--- config.mk ---
export PLATFORM = sky130hd
export DESIGN_NAME = async_mem_ctrl
export DESIGN_NICKNAME = d
export VERILOG_FILES = /design/src/rtl/amc_pkg.sv /design/src/rtl/amc_seq.sv /design/src/rtl/amc_beat_path.sv /design/src/rtl/amc_pin_drive.sv /design/src/rtl/amc_rd_gather.sv /design/src/rtl/async_mem_ctrl.sv
export SDC_FILE = /design/constraint.sdc
export NUM_CORES = 1
export LEC_CHECK = 0
export BUFFER_PORTS_ARGS = -buffer_cell sky130_fd_sc_hd__buf_2
export CAP_MARGIN = 20
export CORE_MARGIN = 1
export CORE_UTILIZATION = 45
export DETAILED_ROUTE_END_ITERATION = 10
export GPL_TIMING_DRIVEN = 0
export PLACE_DENSITY = 0.8
export SYNTH_ARGS = -nofsm -noshare
export SYNTH_HDL_FRONTEND = slang
export SYNTH_HIERARCHICAL = 1
export SYNTH_SLANG_ARGS = --single-unit
export TNS_END_PERCENT = 100
--- constraint.sdc ---
create_clock -name clk -period 4.69 [get_ports clk]
set_input_delay 0.469 -clock clk [delete_from_list [all_inputs] [get_ports clk]]
set_output_delay 0.469 -clock clk [all_outputs]
set_load 0.1 [all_outputs]
--- src/rtl/amc_pkg.sv ---
package amc_pkg;

  typedef enum logic [2:0] {
    AMC_IDLE   = 3'd0,
    AMC_SETUP  = 3'd1,
    AMC_STROBE = 3'd2,
    AMC_HOLD   = 3'd3,
    AMC_TURN   = 3'd4
  } amc_phase_e;

endpackage

--- src/rtl/amc_seq.sv ---
module amc_seq
  import amc_pkg::*;
#(
  parameter int PH_W = 4,
  parameter int TA_W = 3
) (
  input  logic            clk,
  input  logic            rst_n,
  input  logic            req_valid,
  input  logic            req_write,
  input  logic            op_write,
  input  logic            last_beat,
  input  logic [PH_W-1:0] rd_setup,
  input  logic [PH_W-1:0] rd_strobe,
  input  logic [PH_W-1:0] rd_hold,
  input  logic [PH_W-1:0] wr_setup,
  input  logic [PH_W-1:0] wr_strobe,
  input  logic [PH_W-1:0] wr_hold,
  input  logic [TA_W-1:0] turn_len,
  output amc_phase_e      phase_o,
  output logic            take_o,
  output logic            beat_adv_o,
  output logic            cap_o
);

  localparam int CNT_W = (PH_W > TA_W) ? PH_W : TA_W;

  amc_phase_e       phase_q, phase_d;
  logic [CNT_W-1:0] cnt_q, cnt_d;
  logic             cnt_zero;
  logic [PH_W-1:0]  new_setup, cur_setup, cur_strobe, cur_hold;

  assign cnt_zero   = (cnt_q == '0);
  // timing fields for a request being taken now versus the one in flight
  assign new_setup  = req_write ? wr_setup  : rd_setup;
  assign cur_setup  = op_write  ? wr_setup  : rd_setup;
  assign cur_strobe = op_write  ? wr_strobe : rd_strobe;
  assign cur_hold   = op_write  ? wr_hold   : rd_hold;

  assign take_o = (phase_q == AMC_IDLE) ||
                  (phase_q == AMC_HOLD && cnt_zero && last_beat);

  always_comb begin
    phase_d    = phase_q;
    cnt_d      = cnt_q;
    beat_adv_o = 1'b0;
    cap_o      = 1'b0;
    unique case (phase_q)
      AMC_IDLE: begin
        if (req_valid) begin
          phase_d = AMC_SETUP;
          cnt_d   = CNT_W'(new_setup);
        end
      end
      AMC_SETUP: begin
        if (cnt_zero) begin
          phase_d = AMC_STROBE;
          cnt_d   = CNT_W'(cur_strobe);
        end else begin
          cnt_d = cnt_q - CNT_W'(1);
        end
      end
      AMC_STROBE: begin
        if (cnt_zero) begin
          phase_d = AMC_HOLD;
          cnt_d   = CNT_W'(cur_hold);
          cap_o   = !op_write;
        end else begin
          cnt_d = cnt_q - CNT_W'(1);
        end
      end
      AMC_HOLD: begin
        if (!cnt_zero) begin
          cnt_d = cnt_q - CNT_W'(1);
        end else if (!last_beat) begin
          phase_d    = AMC_SETUP;
          cnt_d      = CNT_W'(cur_setup);
          beat_adv_o = 1'b1;
        end else if (req_valid) begin
          if (turn_len == '0) begin
            phase_d = AMC_SETUP;
            cnt_d   = CNT_W'(new_setup);
          end else begin
            phase_d = AMC_TURN;
            cnt_d   = CNT_W'(turn_len) - CNT_W'(1);
          end
        end else begin
          phase_d = AMC_IDLE;
        end
      end
      AMC_TURN: begin
        if (cnt_zero) begin
          phase_d = AMC_SETUP;
          cnt_d   = CNT_W'(cur_setup);
        end else begin
          cnt_d = cnt_q - CNT_W'(1);
        end
      end
      default: begin
        phase_d = AMC_IDLE;
        cnt_d   = '0;
      end
    endcase
  end

  always_ff @(posedge clk or negedge rst_n) begin
    if (!rst_n) begin
      phase_q <= AMC_IDLE;
      cnt_q   <= '0;
    end else begin
      phase_q <= phase_d;
      cnt_q   <= cnt_d;
    end
  end

  assign phase_o = phase_q;

  // turnaround always hands over to setup, never to idle or hold
  a_r9_turn_exit: assert property (@(posedge clk) disable iff (!rst_n)
    (phase_q == AMC_TURN && phase_d != AMC_TURN) |=> (phase_q == AMC_SETUP));

  // strobe is only entered from setup
  a_r2_strobe_entry: assert property (@(posedge clk) disable iff (!rst_n)
    $rose(phase_q == AMC_STROBE) |-> ($past(phase_q) == AMC_SETUP));

endmodule

--- src/rtl/amc_beat_path.sv ---
module amc_beat_path #(
  parameter int ADDR_W = 24,
  parameter int BUS_W  = 16,
  parameter int REQ_W  = 32
) (
  input  logic                   clk,
  input  logic                   rst_n,
  input  logic                   accept,
  input  logic                   beat_adv,
  input  logic                   req_write,
  input  logic                   req_wide,
  input  logic [ADDR_W-1:0]      req_addr,
  input  logic [REQ_W/8-1:0]     req_be,
  input  logic [REQ_W-1:0]       req_wdata,
  output logic                   op_write,
  output logic                   last_beat,
  output logic [((REQ_W/BUS_W) > 1 ? $clog2(REQ_W/BUS_W) : 1)-1:0] beat_idx,
  output logic [ADDR_W-1:0]      beat_addr,
  output logic [BUS_W/8-1:0]     beat_be,
  output logic [BUS_W-1:0]       beat_wdata
);

  localparam int BEATS  = REQ_W / BUS_W;
  localparam int LANES  = BUS_W / 8;
  localparam int BIDX_W = (BEATS > 1) ? $clog2(BEATS) : 1;

  logic              wr_q, wide_q;
  logic [ADDR_W-1:0] addr_q;
  logic [REQ_W/8-1:0] be_q;
  logic [REQ_W-1:0]  wd_q;
  logic [BIDX_W-1:0] beat_q;

  always_ff @(posedge clk or negedge rst_n) begin
    if (!rst_n) begin
      wr_q   <= 1'b0;
      wide_q <= 1'b0;
      addr_q <= '0;
      be_q   <= '0;
      wd_q   <= '0;
      beat_q <= '0;
    end else if (accept) begin
      wr_q   <= req_write;
      wide_q <= req_wide;
      addr_q <= req_addr;
      be_q   <= req_be;
      wd_q   <= req_wdata;
      beat_q <= '0;
    end else if (beat_adv) begin
      beat_q <= beat_q + BIDX_W'(1);
    end
  end

  assign op_write   = wr_q;
  assign beat_idx   = beat_q;
  assign last_beat  = !wide_q || (beat_q == BIDX_W'(BEATS - 1));
  assign beat_addr  = addr_q + ADDR_W'(beat_q);
  assign beat_be    = be_q[int'(beat_q)*LANES +: LANES];
  assign beat_wdata = wd_q[int'(beat_q)*BUS_W +: BUS_W];

  // a narrow request never leaves its first bus cycle
  a_r7_narrow_one_beat: assert property (@(posedge clk) disable iff (!rst_n)
    !wide_q |-> (beat_q == '0));

  // the beat only advances while the request is wide
  a_r7_adv_wide_only: assert property (@(posedge clk) disable iff (!rst_n)
    beat_adv |-> wide_q);

endmodule

--- src/rtl/amc_pin_drive.sv ---
module amc_pin_drive
  import amc_pkg::*;
#(
  parameter int ADDR_W = 24,
  parameter int BUS_W  = 16
) (
  input  amc_phase_e         phase,
  input  logic               op_write,
  input  logic [ADDR_W-1:0]  beat_addr,
  input  logic [BUS_W/8-1:0] beat_be,
  input  logic [BUS_W-1:0]   beat_wdata,
  output logic               cs_n,
  output logic               oe_n,
  output logic               we_n,
  output logic [BUS_W/8-1:0] be_n,
  output logic [ADDR_W-1:0]  addr,
  output logic [BUS_W-1:0]   dq_o,
  output logic [BUS_W/8-1:0] dq_oe
);

  localparam int LANES = BUS_W / 8;

  logic in_cycle;

  assign in_cycle = (phase == AMC_SETUP) || (phase == AMC_STROBE) ||
                    (phase == AMC_HOLD);
  assign cs_n = !(in_cycle || phase == AMC_TURN);
  assign oe_n = !(phase == AMC_STROBE && !op_write);
  assign we_n = !(phase == AMC_STROBE && op_write);
  assign addr = in_cycle ? beat_addr : '0;

  for (genvar g = 0; g < LANES; g++) begin : g_lane
    logic lane_on;
    assign lane_on           = op_write ? beat_be[g] : 1'b1;
    assign be_n[g]           = !(in_cycle && lane_on);
    assign dq_oe[g]          = in_cycle && op_write && beat_be[g];
    assign dq_o[g*8 +: 8]    = dq_oe[g] ? beat_wdata[g*8 +: 8] : 8'h00;
  end

endmodule

--- src/rtl/amc_rd_gather.sv ---
module amc_rd_gather #(
  parameter int BUS_W = 16,
  parameter int REQ_W = 32
) (
  input  logic             clk,
  input  logic             rst_n,
  input  logic             accept,
  input  logic             cap,
  input  logic             last_beat,
  input  logic [((REQ_W/BUS_W) > 1 ? $clog2(REQ_W/BUS_W) : 1)-1:0] beat_idx,
  input  logic [BUS_W-1:0] dq_i,
  output logic             rsp_valid,
  output logic [REQ_W-1:0] rsp_data
);

  localparam int BEATS  = REQ_W / BUS_W;
  localparam int BIDX_W = (BEATS > 1) ? $clog2(BEATS) : 1;

  logic [REQ_W-1:0] data_q;
  logic             vld_q;

  always_ff @(posedge clk or negedge rst_n) begin
    if (!rst_n) begin
      data_q <= '0;
    end else if (accept) begin
      data_q <= '0;
    end else if (cap) begin
      for (int b = 0; b < BEATS; b++) begin
        if (beat_idx == BIDX_W'(b)) data_q[b*BUS_W +: BUS_W] <= dq_i;
      end
    end
  end

  always_ff @(posedge clk or negedge rst_n) begin
    if (!rst_n) vld_q <= 1'b0;
    else        vld_q <= cap && last_beat;
  end

  assign rsp_valid = vld_q;
  assign rsp_data  = data_q;

  // the response is a single-cycle pulse
  a_r6_rsp_pulse: assert property (@(posedge clk) disable iff (!rst_n)
    vld_q |=> !vld_q);

  // no response without a capture in the previous cycle
  a_r6_rsp_after_cap: assert property (@(posedge clk) disable iff (!rst_n)
    $rose(vld_q) |-> $past(cap));

endmodule

--- src/rtl/async_mem_ctrl.sv ---
module async_mem_ctrl
  import amc_pkg::*;
#(
  parameter int ADDR_W = 24,
  parameter int BUS_W  = 16,
  parameter int REQ_W  = 32,
  parameter int PH_W   = 4,
  parameter int TA_W   = 3
) (
  input  logic               clk,
  input  logic               rst_n,
  input  logic               req_valid,
  output logic               req_ready,
  input  logic               req_write,
  input  logic               req_wide,
  input  logic [ADDR_W-1:0]  req_addr,
  input  logic [REQ_W/8-1:0] req_be,
  input  logic [REQ_W-1:0]   req_wdata,
  output logic               rsp_valid,
  output logic [REQ_W-1:0]   rsp_rdata,
  input  logic [PH_W-1:0]    cfg_rd_setup,
  input  logic [PH_W-1:0]    cfg_rd_strobe,
  input  logic [PH_W-1:0]    cfg_rd_hold,
  input  logic [PH_W-1:0]    cfg_wr_setup,
  input  logic [PH_W-1:0]    cfg_wr_strobe,
  input  logic [PH_W-1:0]    cfg_wr_hold,
  input  logic [TA_W-1:0]    cfg_turn,
  output logic               mem_cs_n,
  output logic               mem_oe_n,
  output logic               mem_we_n,
  output logic [BUS_W/8-1:0] mem_be_n,
  output logic [ADDR_W-1:0]  mem_addr,
  output logic [BUS_W-1:0]   mem_dq_o,
  output logic [BUS_W/8-1:0] mem_dq_oe,
  input  logic [BUS_W-1:0]   mem_dq_i
);

  localparam int BEATS  = REQ_W / BUS_W;
  localparam int LANES  = BUS_W / 8;
  localparam int BIDX_W = (BEATS > 1) ? $clog2(BEATS) : 1;

  amc_phase_e        phase;
  logic              take, accept, beat_adv, cap;
  logic              op_write, last_beat;
  logic [BIDX_W-1:0] beat_idx;
  logic [ADDR_W-1:0] beat_addr;
  logic [LANES-1:0]  beat_be;
  logic [BUS_W-1:0]  beat_wdata;

  assign req_ready = take;
  assign accept    = req_valid && take;

  amc_seq #(.PH_W(PH_W), .TA_W(TA_W)) u_seq (
    .clk        (clk),
    .rst_n      (rst_n),
    .req_valid  (req_valid),
    .req_write  (req_write),
    .op_write   (op_write),
    .last_beat  (last_beat),
    .rd_setup   (cfg_rd_setup),
    .rd_strobe  (cfg_rd_strobe),
    .rd_hold    (cfg_rd_hold),
    .wr_setup   (cfg_wr_setup),
    .wr_strobe  (cfg_wr_strobe),
    .wr_hold    (cfg_wr_hold),
    .turn_len   (cfg_turn),
    .phase_o    (phase),
    .take_o     (take),
    .beat_adv_o (beat_adv),
    .cap_o      (cap)
  );

  amc_beat_path #(.ADDR_W(ADDR_W), .BUS_W(BUS_W), .REQ_W(REQ_W)) u_beat (
    .clk        (clk),
    .rst_n      (rst_n),
    .accept     (accept),
    .beat_adv   (beat_adv),
    .req_write  (req_write),
    .req_wide   (req_wide),
    .req_addr   (req_addr),
    .req_be     (req_be),
    .req_wdata  (req_wdata),
    .op_write   (op_write),
    .last_beat  (last_beat),
    .beat_idx   (beat_idx),
    .beat_addr  (beat_addr),
    .beat_be    (beat_be),
    .beat_wdata (beat_wdata)
  );

  amc_pin_drive #(.ADDR_W(ADDR_W), .BUS_W(BUS_W)) u_pins (
    .phase      (phase),
    .op_write   (op_write),
    .beat_addr  (beat_addr),
    .beat_be    (beat_be),
    .beat_wdata (beat_wdata),
    .cs_n       (mem_cs_n),
    .oe_n       (mem_oe_n),
    .we_n       (mem_we_n),
    .be_n       (mem_be_n),
    .addr       (mem_addr),
    .dq_o       (mem_dq_o),
    .dq_oe      (mem_dq_oe)
  );

  amc_rd_gather #(.BUS_W(BUS_W), .REQ_W(REQ_W)) u_gather (
    .clk       (clk),
    .rst_n     (rst_n),
    .accept    (accept),
    .cap       (cap),
    .last_beat (last_beat),
    .beat_idx  (beat_idx),
    .dq_i      (mem_dq_i),
    .rsp_valid (rsp_valid),
    .rsp_data  (rsp_rdata)
  );

  // output and write strobes are mutually exclusive
  a_r11_strobe_excl: assert property (@(posedge clk) disable iff (!rst_n)
    !(!mem_oe_n && !mem_we_n));

  // the controller never drives data while the device may
  a_r11_no_drive_on_read: assert property (@(posedge clk) disable iff (!rst_n)
    (|mem_dq_oe) |-> mem_oe_n);

  // during the write strobe the driven lanes are exactly the enabled bytes
  a_r4_lane_match: assert property (@(posedge clk) disable iff (!rst_n)
    !mem_we_n |-> (mem_dq_oe == ~mem_be_n));

  // chip select is only released after a hold phase
  a_r8_cs_release: assert property (@(posedge clk) disable iff (!rst_n)
    $rose(mem_cs_n) |-> ($past(phase) == AMC_HOLD));

  // address is settled before output enable falls
  a_r2_addr_settled: assert property (@(posedge clk) disable iff (!rst_n)
    $fell(mem_oe_n) |-> $stable(mem_addr));

  // a request taken at the end of hold keeps chip select low
  a_r9_cs_kept: assert property (@(posedge clk) disable iff (!rst_n)
    (accept && phase == AMC_HOLD) |=> !mem_cs_n);

endmodule

Word level (Yosys, flattened, before mapping):

Cells that the tools add are included.

* $add $sub $neg: 4
* equality and inequality tests: 11
* shift-type cells: 2
* multiplexer cells: 38
* reduce and logical (&&, ||, !) cells: 33

Operators with widths (count)
* $mux W32: 2
* $mux W4: 12
* $mux W16: 2
* $shiftx A32 B6 Y16: 1
* $add A24 B1 Y24: 1
* $mux W24: 1
* $mux W3: 8
* $pmux W4 S5: 1
* $mux W8: 2
* $pmux W3 S5: 1
* $ne A2 B2 Y1 const B: 6
* $logic_and A1 B1 Y1: 11
* $mux W1: 9
* $logic_not A1 Y1: 7
* $eq A3 B2 Y1 const B: 2
* $logic_not A3 Y1: 2
* $reduce_and A2 Y1: 3
* $reduce_bool A2 Y1: 3
* $logic_or A1 B1 Y1: 5
* $reduce_and A5 Y1: 1
* $logic_not A4 Y1: 1
* $ne A4 B4 Y1 const B: 1
* $shiftx A4 B3 Y2: 1
* $sub A3 B1 Y4 const B: 1
* other kinds (4): 4

* bits in registers: 103
* bits of input ports: 108
* output and inout port bits: 81
* word-level logic and storage cells: 99

Logic depth before layout (Yosys ltp):

Gate-level depths: netlist (run 1).

* word-level depth: 7
* mapped depth: 10
* gate-level depth less buffers: 8

Modules after synthesis:

The synthesis (run 1) kept the hierarchy.

Modules (own cells, without submodules)
* amc_beat_path: times used 1, cells an instance 215, area an instance 2980.4 sq um, sequential area each 1576.5 sq um
* amc_rd_gather: times used 1, cells an instance 126, area an instance 1529.0 sq um, sequential area each 825.8 sq um
* amc_seq: times used 1, cells an instance 124, area an instance 989.7 sq um, sequential area each 175.2 sq um
* amc_pin_drive: times used 1, cells an instance 74, area an instance 420.4 sq um, sequential area each 0.0 sq um
* async_mem_ctrl: times used 1, cells an instance 1, area an instance 6.3 sq um, sequential area each 0.0 sq um

Worst setup path before layout (run 1):

Ideal clock, no wire load.

* kind: reg2out
* from: register u_beat.beat_q (netlist: u_beat/beat_idx)
* to: output mem_dq_oe[0]
* arrival time: 3.479 ns
* data required time: 4.221 ns
* path slack: 0.742 ns
* stages on the path, launching flop included: 5
* buffers on the path: 2
* cells stage by stage: dfrtp_1 -> clkbuf_1 -> mux2_2 -> clkbuf_1 -> nor3b_1

* cells in the longest elaborated chain, start to end: 2

Ends and longest elaborated chain
* from (decl): line amc_beat_path.sv:31 `logic [BIDX_W-1:0] beat_q;`
* from (signal assigned): line amc_beat_path.sv:49 `beat_q <= beat_q + BIDX_W'(1);`
* $shiftx A4 B3 Y2: line amc_beat_path.sv:57 `assign beat_be = be_q[int'(beat_q)*LANES +: LANES];`
* net beat_be[0]: line async_mem_ctrl.sv:47 `logic [LANES-1:0] beat_be;`
* $logic_and A1 B1 Y1: line amc_pin_drive.sv:36 `assign dq_oe[g] = in_cycle && op_write && beat_be[g];`
* to (decl): line async_mem_ctrl.sv:34 `output logic [BUS_W/8-1:0] mem_dq_oe,`

The timed path passes the listed nets, and every way through them passes these cells.

Worst setup path after layout (run 1):

* from: register u_beat.beat_q (netlist: u_beat/beat_idx)
* to: register u_beat.addr_q[13]

* cells in the longest elaborated chain, start to end: 4

Ends and longest elaborated chain
* $logic_or A1 B1 Y1: line amc_beat_path.sv:55 `assign last_beat = !wide_q || (beat_q == BIDX_W'(BEATS - 1));`
* net last_beat: line async_mem_ctrl.sv:44 `logic op_write, last_beat;`
* $logic_and A1 B1 Y1: line amc_seq.sv:41 `(phase_q == AMC_HOLD && cnt_zero && last_beat);`
* $logic_or A1 B1 Y1: line amc_seq.sv:40 `assign take_o = (phase_q == AMC_IDLE) ||`
* $logic_and A1 B1 Y1: line async_mem_ctrl.sv:51 `assign accept = req_valid && take;`
* net accept: line async_mem_ctrl.sv:43 `logic take, accept, beat_adv, cap;`
* to (signal assigned): line amc_beat_path.sv:44 `addr_q <= req_addr;`
* to (decl): line amc_beat_path.sv:28 `logic [ADDR_W-1:0] addr_q;`

The timed path passes the listed nets, and every way through them passes these cells.
A chain may end at the register's enable or synchronous reset.

==> results of run 1 <==
-- final timing paths --
path	slack, ns	end	cells past startpoint	from
max reg2reg	1.29	u_beat/addr_q[13]	9	u_beat/beat_idx
max	1.29	u_beat/addr_q[13]	9	u_beat/beat_idx
min in group clk	0.35	u_beat/wd_q[25]	2	req_wdata[25]
max in group asynchronous	3.86	u_gather/rsp_data[26]	2	rst_n
min reg2reg	0.50	u_beat/wd_q[16]	1	u_beat/wd_q[16]
min	0.13	u_beat/wd_q[4]	1	rst_n
-- synth_stat cells, drive strengths merged, types with 5 or more instances --
master / instances / area [µm²]
a21oi: 8 / 40.04
and2: 27 / 168.9
and3: 7 / 43.79
buf: 21 / 141.4
clkbuf: 12 / 47.55
dfrtp: 103 / 2577
ha: 6 / 75.07
inv: 9 / 33.78
mux2: 81 / 912.1
mux2i: 48 / 480.5
nand2: 31 / 118.9
nand2b: 52 / 332.8
nand3: 11 / 55.05
nand4: 6 / 43.79
nor2: 13 / 51.30
nor3: 21 / 110.1
o21ai: 9 / 45.04
o22ai: 6 / 37.54
or3b: 5 / 43.80
xnor2: 20 / 175.2
xor2: 7 / 61.31
-- registers in the layout, indices dropped and copies added (netlist names), 3 cells and up --
name	count
u_beat/addr_q	24
u_beat/wd_q	32
u_seq/phase_o	3
u_beat/be_q	4
u_gather/rsp_data	32
u_seq/cnt_q	4
-- layout make-up --
class / instances / area [µm²] / share of cell area
Tap cell: 172 / 215.2 / 0.02877
Buffer: 33 / 188.9 / 0.02526
Sequential cell: 103 / 2577 / 0.3446
Antenna cell: 1 / 2.502 / 0.0003346
Clock buffer: 12 / 266.5 / 0.03563
Multi-Input combinational cell: 395 / 3126 / 0.4179
Timing Repair Buffer: 189 / 970.9 / 0.1298
Inverter: 9 / 33.78 / 0.004517
Clock inverter: 4 / 98.84 / 0.01322
-- metrics by stage --
step,std cells,worst slack [ns],hold slack (ns),area (µm²)
2_1_floorplan,540,0.7423,0.1734,5926
3_3_place_gp,900,1.261,0.4834,7082
3_5_place_dp,901,1.221,0.4926,7112
4_1_cts,917,1.172,0.1567,7477
5_1_grt,918,1.006,0.1818,7480
6_report,918,1.295,0.1349,7480
-- routing by layer --
layer / vias up / routed length (µm) / track usage
met5: - / 0 / 0
met4: 0 / 328 / 0.08523
met3: 24 / 909 / 0.04619
met2: 200 / 7304 / 0.3767
met1: 2343 / 6543 / 0.2958
li1: 2298 / - / -
-- kinds of logic (layout without fill, tap and decap cells) --
family	Yosys count	count (layout)	share of synthesized area
and+or+nand+nor	188	188	0.1854
muxes	129	129	0.2350
DFF	103	103	0.4350
AOI/OAI and AO/OA	45	45	0.05448
buffers and inverters	42	247	0.03758
xor gates and xnor gates	27	27	0.03991
adders and majority gates	6	6	0.01267
other	0	1	0
-- worst register-to-register path, cell delays in order, from the launching register on --
cell and delay (ns):
dfrtp_1 0.50, clkbuf_1 0.53, nand2b_1 0.25, buf_6 0.17, nand3_1 0.12, nand2_1 0.15
and2_1 0.22, clkbuf_1 0.41, buf_1 0.51, mux2_2 0.41
==> run_results.csv, run 1 <==
group,metric,value,unit
status,status,"complete, no violations",
clock_tree,htree_levels,3,
job,cap_violations,0,
place,dpl.hpwl,11460,µm
clock_tree,cts_max_path_buffers,2,
global_routing,grt_pass1_vias,4818,
synth,synth.distinct_cells,57,
setup_path,critical_path.endpoint_type,"flip-flop",
clock_tree,cts_setup_buffers,0,
die,boundaryPins,189,
synth,avgSynthCellArea,10.97,µm²
die,initial_core_util,0.4658,
clock_tree,cts_tree,"yes",
setup_path,cp_top_family,"buffers and inverters",
detailed_routing,avgRoutedWirePerCell,16.43,µm
synth,ys_warn_count,6,
clock_tree,cts_inserted_buffers,9,
synth,synth_edf_count,0,
die,core.rowCount,41,
sta,setup_viol_count_final,0,
sta,hold_viol,0,
setup_path,slowest_stage,"clkbuf_1",
setup_path,cp.buffers_inverters,4,
synth,ys.flop_type,"dfrtp_1",
clock_tree,cts_resized,0,
sta,fmax,294.5,MHz
sta,slew_headroom,0.5608,
sta,min_period_over_period,0.7239,
detailed_routing,num_vias,4865,
setup_path,cp_max_fo,10,
detailed_routing,dr.pass1.iters,5,
clock_tree,clk_pin_slew,0.07,ns
synth,async_reset_ff_frac,1.000,
sta,fin_crit,3.395,ns
global_routing,antenna_found_initial,1,
global_routing,grt_max_degree,56,
die,dieArea,13630,µm²
min_path,hold_class,"in2async",
detailed_routing,drc,0,
global_routing,grt_pass1_wl,23640,µm
sta,tns,0,ns
sta,fin_skew,0.008506,ns
setup_path,critPathMaxStageDelay,0.53,ns
detailed_routing,postRouteWirelength,15090,µm
setup_path,cp.arrival,3.63,ns
setup_path,cp_common_cell,"clkbuf_1",
clock_tree,cts_hold_buf,0,
synth,synth_area,5926,µm²
synth,ys_ff_latch,103,
clock_tree,cts.sinks,103,
setup_path,worstSetupPathType,"reg2reg",
finish,fin_nets,854,
die,fp.dieW,116.8,µm
finish,fin_util,0.5879,
setup_path,worstSetupStartpointType,"flip-flop",
setup_path,cp_cell_sequence,"clkbuf_1 > nand2b_1 > buf_6 > nand3_1 > nand2_1 > and2_1 > clkbuf_1 > buf_1 > mux2_2",
synth,syn_nets,654,
finish,nFillCells,1119,
die,core_region_area,12720,µm²
finish,layout_common_cells,"buf_2, dfrtp_1, mux2_2",
clock_tree,clkLatencyLatePin,0.35,ns
clock_tree,cts_root_buffer,"clkbuf_16",
place,gp_congestion,0.8303,
global_routing,grt.overflow.total,0,
finish,final_common_cell,"buf_2",
place,port_buffers,188,
setup_path,worstPathRequired,4.93,ns
sta,rsz0062_at_grt,"no",
die,die_h,116.8,µm
synth,synth_sequential_area_ratio,0.4350,
global_routing,gr-usage-all-layers,0.2280,
detailed_routing,antenna_left,0,
sta,worst_slew_pin_slew,0.6588,ns
finish,syn2layout_area_growth,26.22,%
detailed_routing,drt_iter0_markers,278,
detailed_routing,vias_per_cell,5.300,
sta,maxSlewViolCount,0,
finish,drive_gt1_frac,0.4295,
synth,synth_cells,540,
Power of run 1 is left out: the tool's default activity adds up to more than one toggle a clock period on the data nets, which glitch-free logic cannot reach.
==> run 2, diff against run 1 <==
==> constraint.sdc (replaced) <==
create_clock -name clk -period 3.3 [get_ports clk]
set_input_delay 0.33 -clock clk [delete_from_list [all_inputs] [get_ports clk]]
set_output_delay 0.33 -clock clk [all_outputs]
set_load 0.1 [all_outputs]
==> run_results.csv, run 2 (synthesis gave the netlist of run 1 again) <==
group,metric,value,unit
clock_tree,cts_root_buffer,"clkbuf_16",
sta,worst_slew_pin_slew,0.7591,ns
sta,fmax,324.9,MHz
clock_tree,clk_pin_slew,0.07,ns
die,initial_core_util,0.4658,
min_path,hold_class,"in2reg",
finish,drive_gt1_frac,0.4577,
detailed_routing,vias_per_cell,5.253,
place,dpl.hpwl,11530,µm
setup_path,worstSetupPathType,"reg2out",
die,boundaryPins,189,
setup_path,worstPathRequired,2.97,ns
sta,fin_crit,3.078,ns
clock_tree,cts_max_path_buffers,2,
sta,slew_headroom,0.4900,
detailed_routing,num_vias,4817,
finish,fin_nets,855,
global_routing,gr-usage-all-layers,0.2263,
detailed_routing,drt_iter0_markers,225,
finish,final_common_cell,"buf_2",
sta,rsz0062_at_grt,"no",
detailed_routing,dr.pass1.iters,4,
clock_tree,cts_tree,"yes",
setup_path,cp.arrival,2.75,ns
place,placed_area,7204,µm²
clock_tree,htree_levels,3,
detailed_routing,avgRoutedWirePerCell,16.57,µm
place,port_buffers,188,
global_routing,antenna_found_initial,0,
clock_tree,cts_inserted_buffers,9,
setup_path,cp_max_fo,8,
global_routing,grt_pass1_vias,4692,
global_routing,grt.overflow.total,0,
finish,n_antenna_cell,0,
setup_path,worstSetupStartpointType,"flip-flop",
finish,syn2layout_area_growth,26.79,%
sta,maxSlewViolCount,0,
finish,nFillCells,1081,
finish,fin_area,7513,µm²
detailed_routing,drc,0,
setup_path,r2r_slack,0.35,ns
clock_tree,clkLatencyLatePin,0.35,ns
place,gp_congestion,0.8463,
sta,hold_ws,0.2026,ns
sta,setup_viol_count_final,0,
sta,min_period_over_period,0.9326,
die,die_h,116.8,µm
job,cap_violations,0,
sta,tns,0,ns
detailed_routing,postRouteWirelength,15190,µm
global_routing,grt_pass1_wl,23480,µm
clock_tree,cts.sinks,103,
global_routing,grt_max_degree,64,
sta,fin_skew,0.009368,ns
die,fp.dieW,116.8,µm
status,status,"complete, no violations",
detailed_routing,antenna_left,0,
finish,layout_common_cells,"buf_2, dfrtp_1, mux2_2",
die,core.rowCount,41,
die,dieArea,13630,µm²
setup_path,critical_path.endpoint_type,"output port",
sta,hold_viol,0,
die,core_region_area,12720,µm²
==> run 2: cell types whose count changed in the layout (fill, tap and decap cells not counted), moves of 2 or more <==
cell / previous run / this run
clkbuf_1: 10 / 8
o21ai_1: 0 / 2
o21ai_0: 9 / 7
nor3_2: 1 / 17
nor3b_1: 2 / 0
clkbuf_2: 2 / 4
nor3_1: 20 / 4
bufinv_16: 3 / 0
==> run 2: final cells by class <==
class                           count  area [µm²]  share of cell area
Inverter                            9       33.78            0.004496
Multi-Input combinational cell    395        3224              0.4291
Timing Repair Buffer              190       980.9              0.1306
Sequential cell                   103        2577              0.3430
Tap cell                          172       215.2             0.02864
Buffer                             33       192.7             0.02565
Clock buffer                       11       252.7             0.03364
Clock inverter                      4       36.28            0.004829
==> run 2: worst paths after layout <==
kind                                 startpoint  depth (start not counted)                 to
worst min-delay path               req_wdata[3]                          2     u_beat/wd_q[3]
worst max-delay path            u_beat/beat_idx                          8       mem_addr[14]
max in group asynchronous                 rst_n                          3    u_beat/wd_q[19]
min in group asynchronous                 rst_n                          2  u_beat/addr_q[11]
worst min register to register  u_beat/wd_q[21]                          1    u_beat/wd_q[21]
worst max register to register   u_seq/cnt_q[0]                          9   u_beat/addr_q[8]
==> run 2: stage by stage <==
step | utilization | instances | setup WS, ns
after floorplan | - | 540 | 0.2676
after global placement | 0.5639 | 900 | -0.1401
after detailed placement | 0.5663 | 901 | -0.1864
after CTS | 0.5900 | 917 | 0.02454
after global routing | 0.5906 | 917 | 0.02423
final | 0.5906 | 917 | 0.2224
==> run 2: timing repair <==
item / 4_1_cts / 5_1_grt
endpoints found under the setup margin: 59 / 59
pin swaps: 0 / 0
gates resized for setup: 2 / 3
endpoints found under the hold margin: 40 / 0
hold buffers: 1 / 0
setup buffers: 0 / 0
==> run 2: worst max-delay path, stage by stage, from the launching register on <==
cell and delay (ns):
dfrtp_1 0.54, ha_1 0.22, ha_1 0.23, nand4_1 0.18, nor3_2 0.35, nand4_1 0.17
xnor2_1 0.16, and2_1 0.14, buf_2 0.42
==> run 2: per-layer routing <==
layer  global-route usage  vias up  part of all wire
met5                    0        -                 0
met4              0.08692        0             0.021
met3              0.04670       26             0.057
met2               0.3791      187              0.48
met1               0.2875     2297              0.44
li1                     -     2307                 -
Power of run 2 is left out for the same reason.
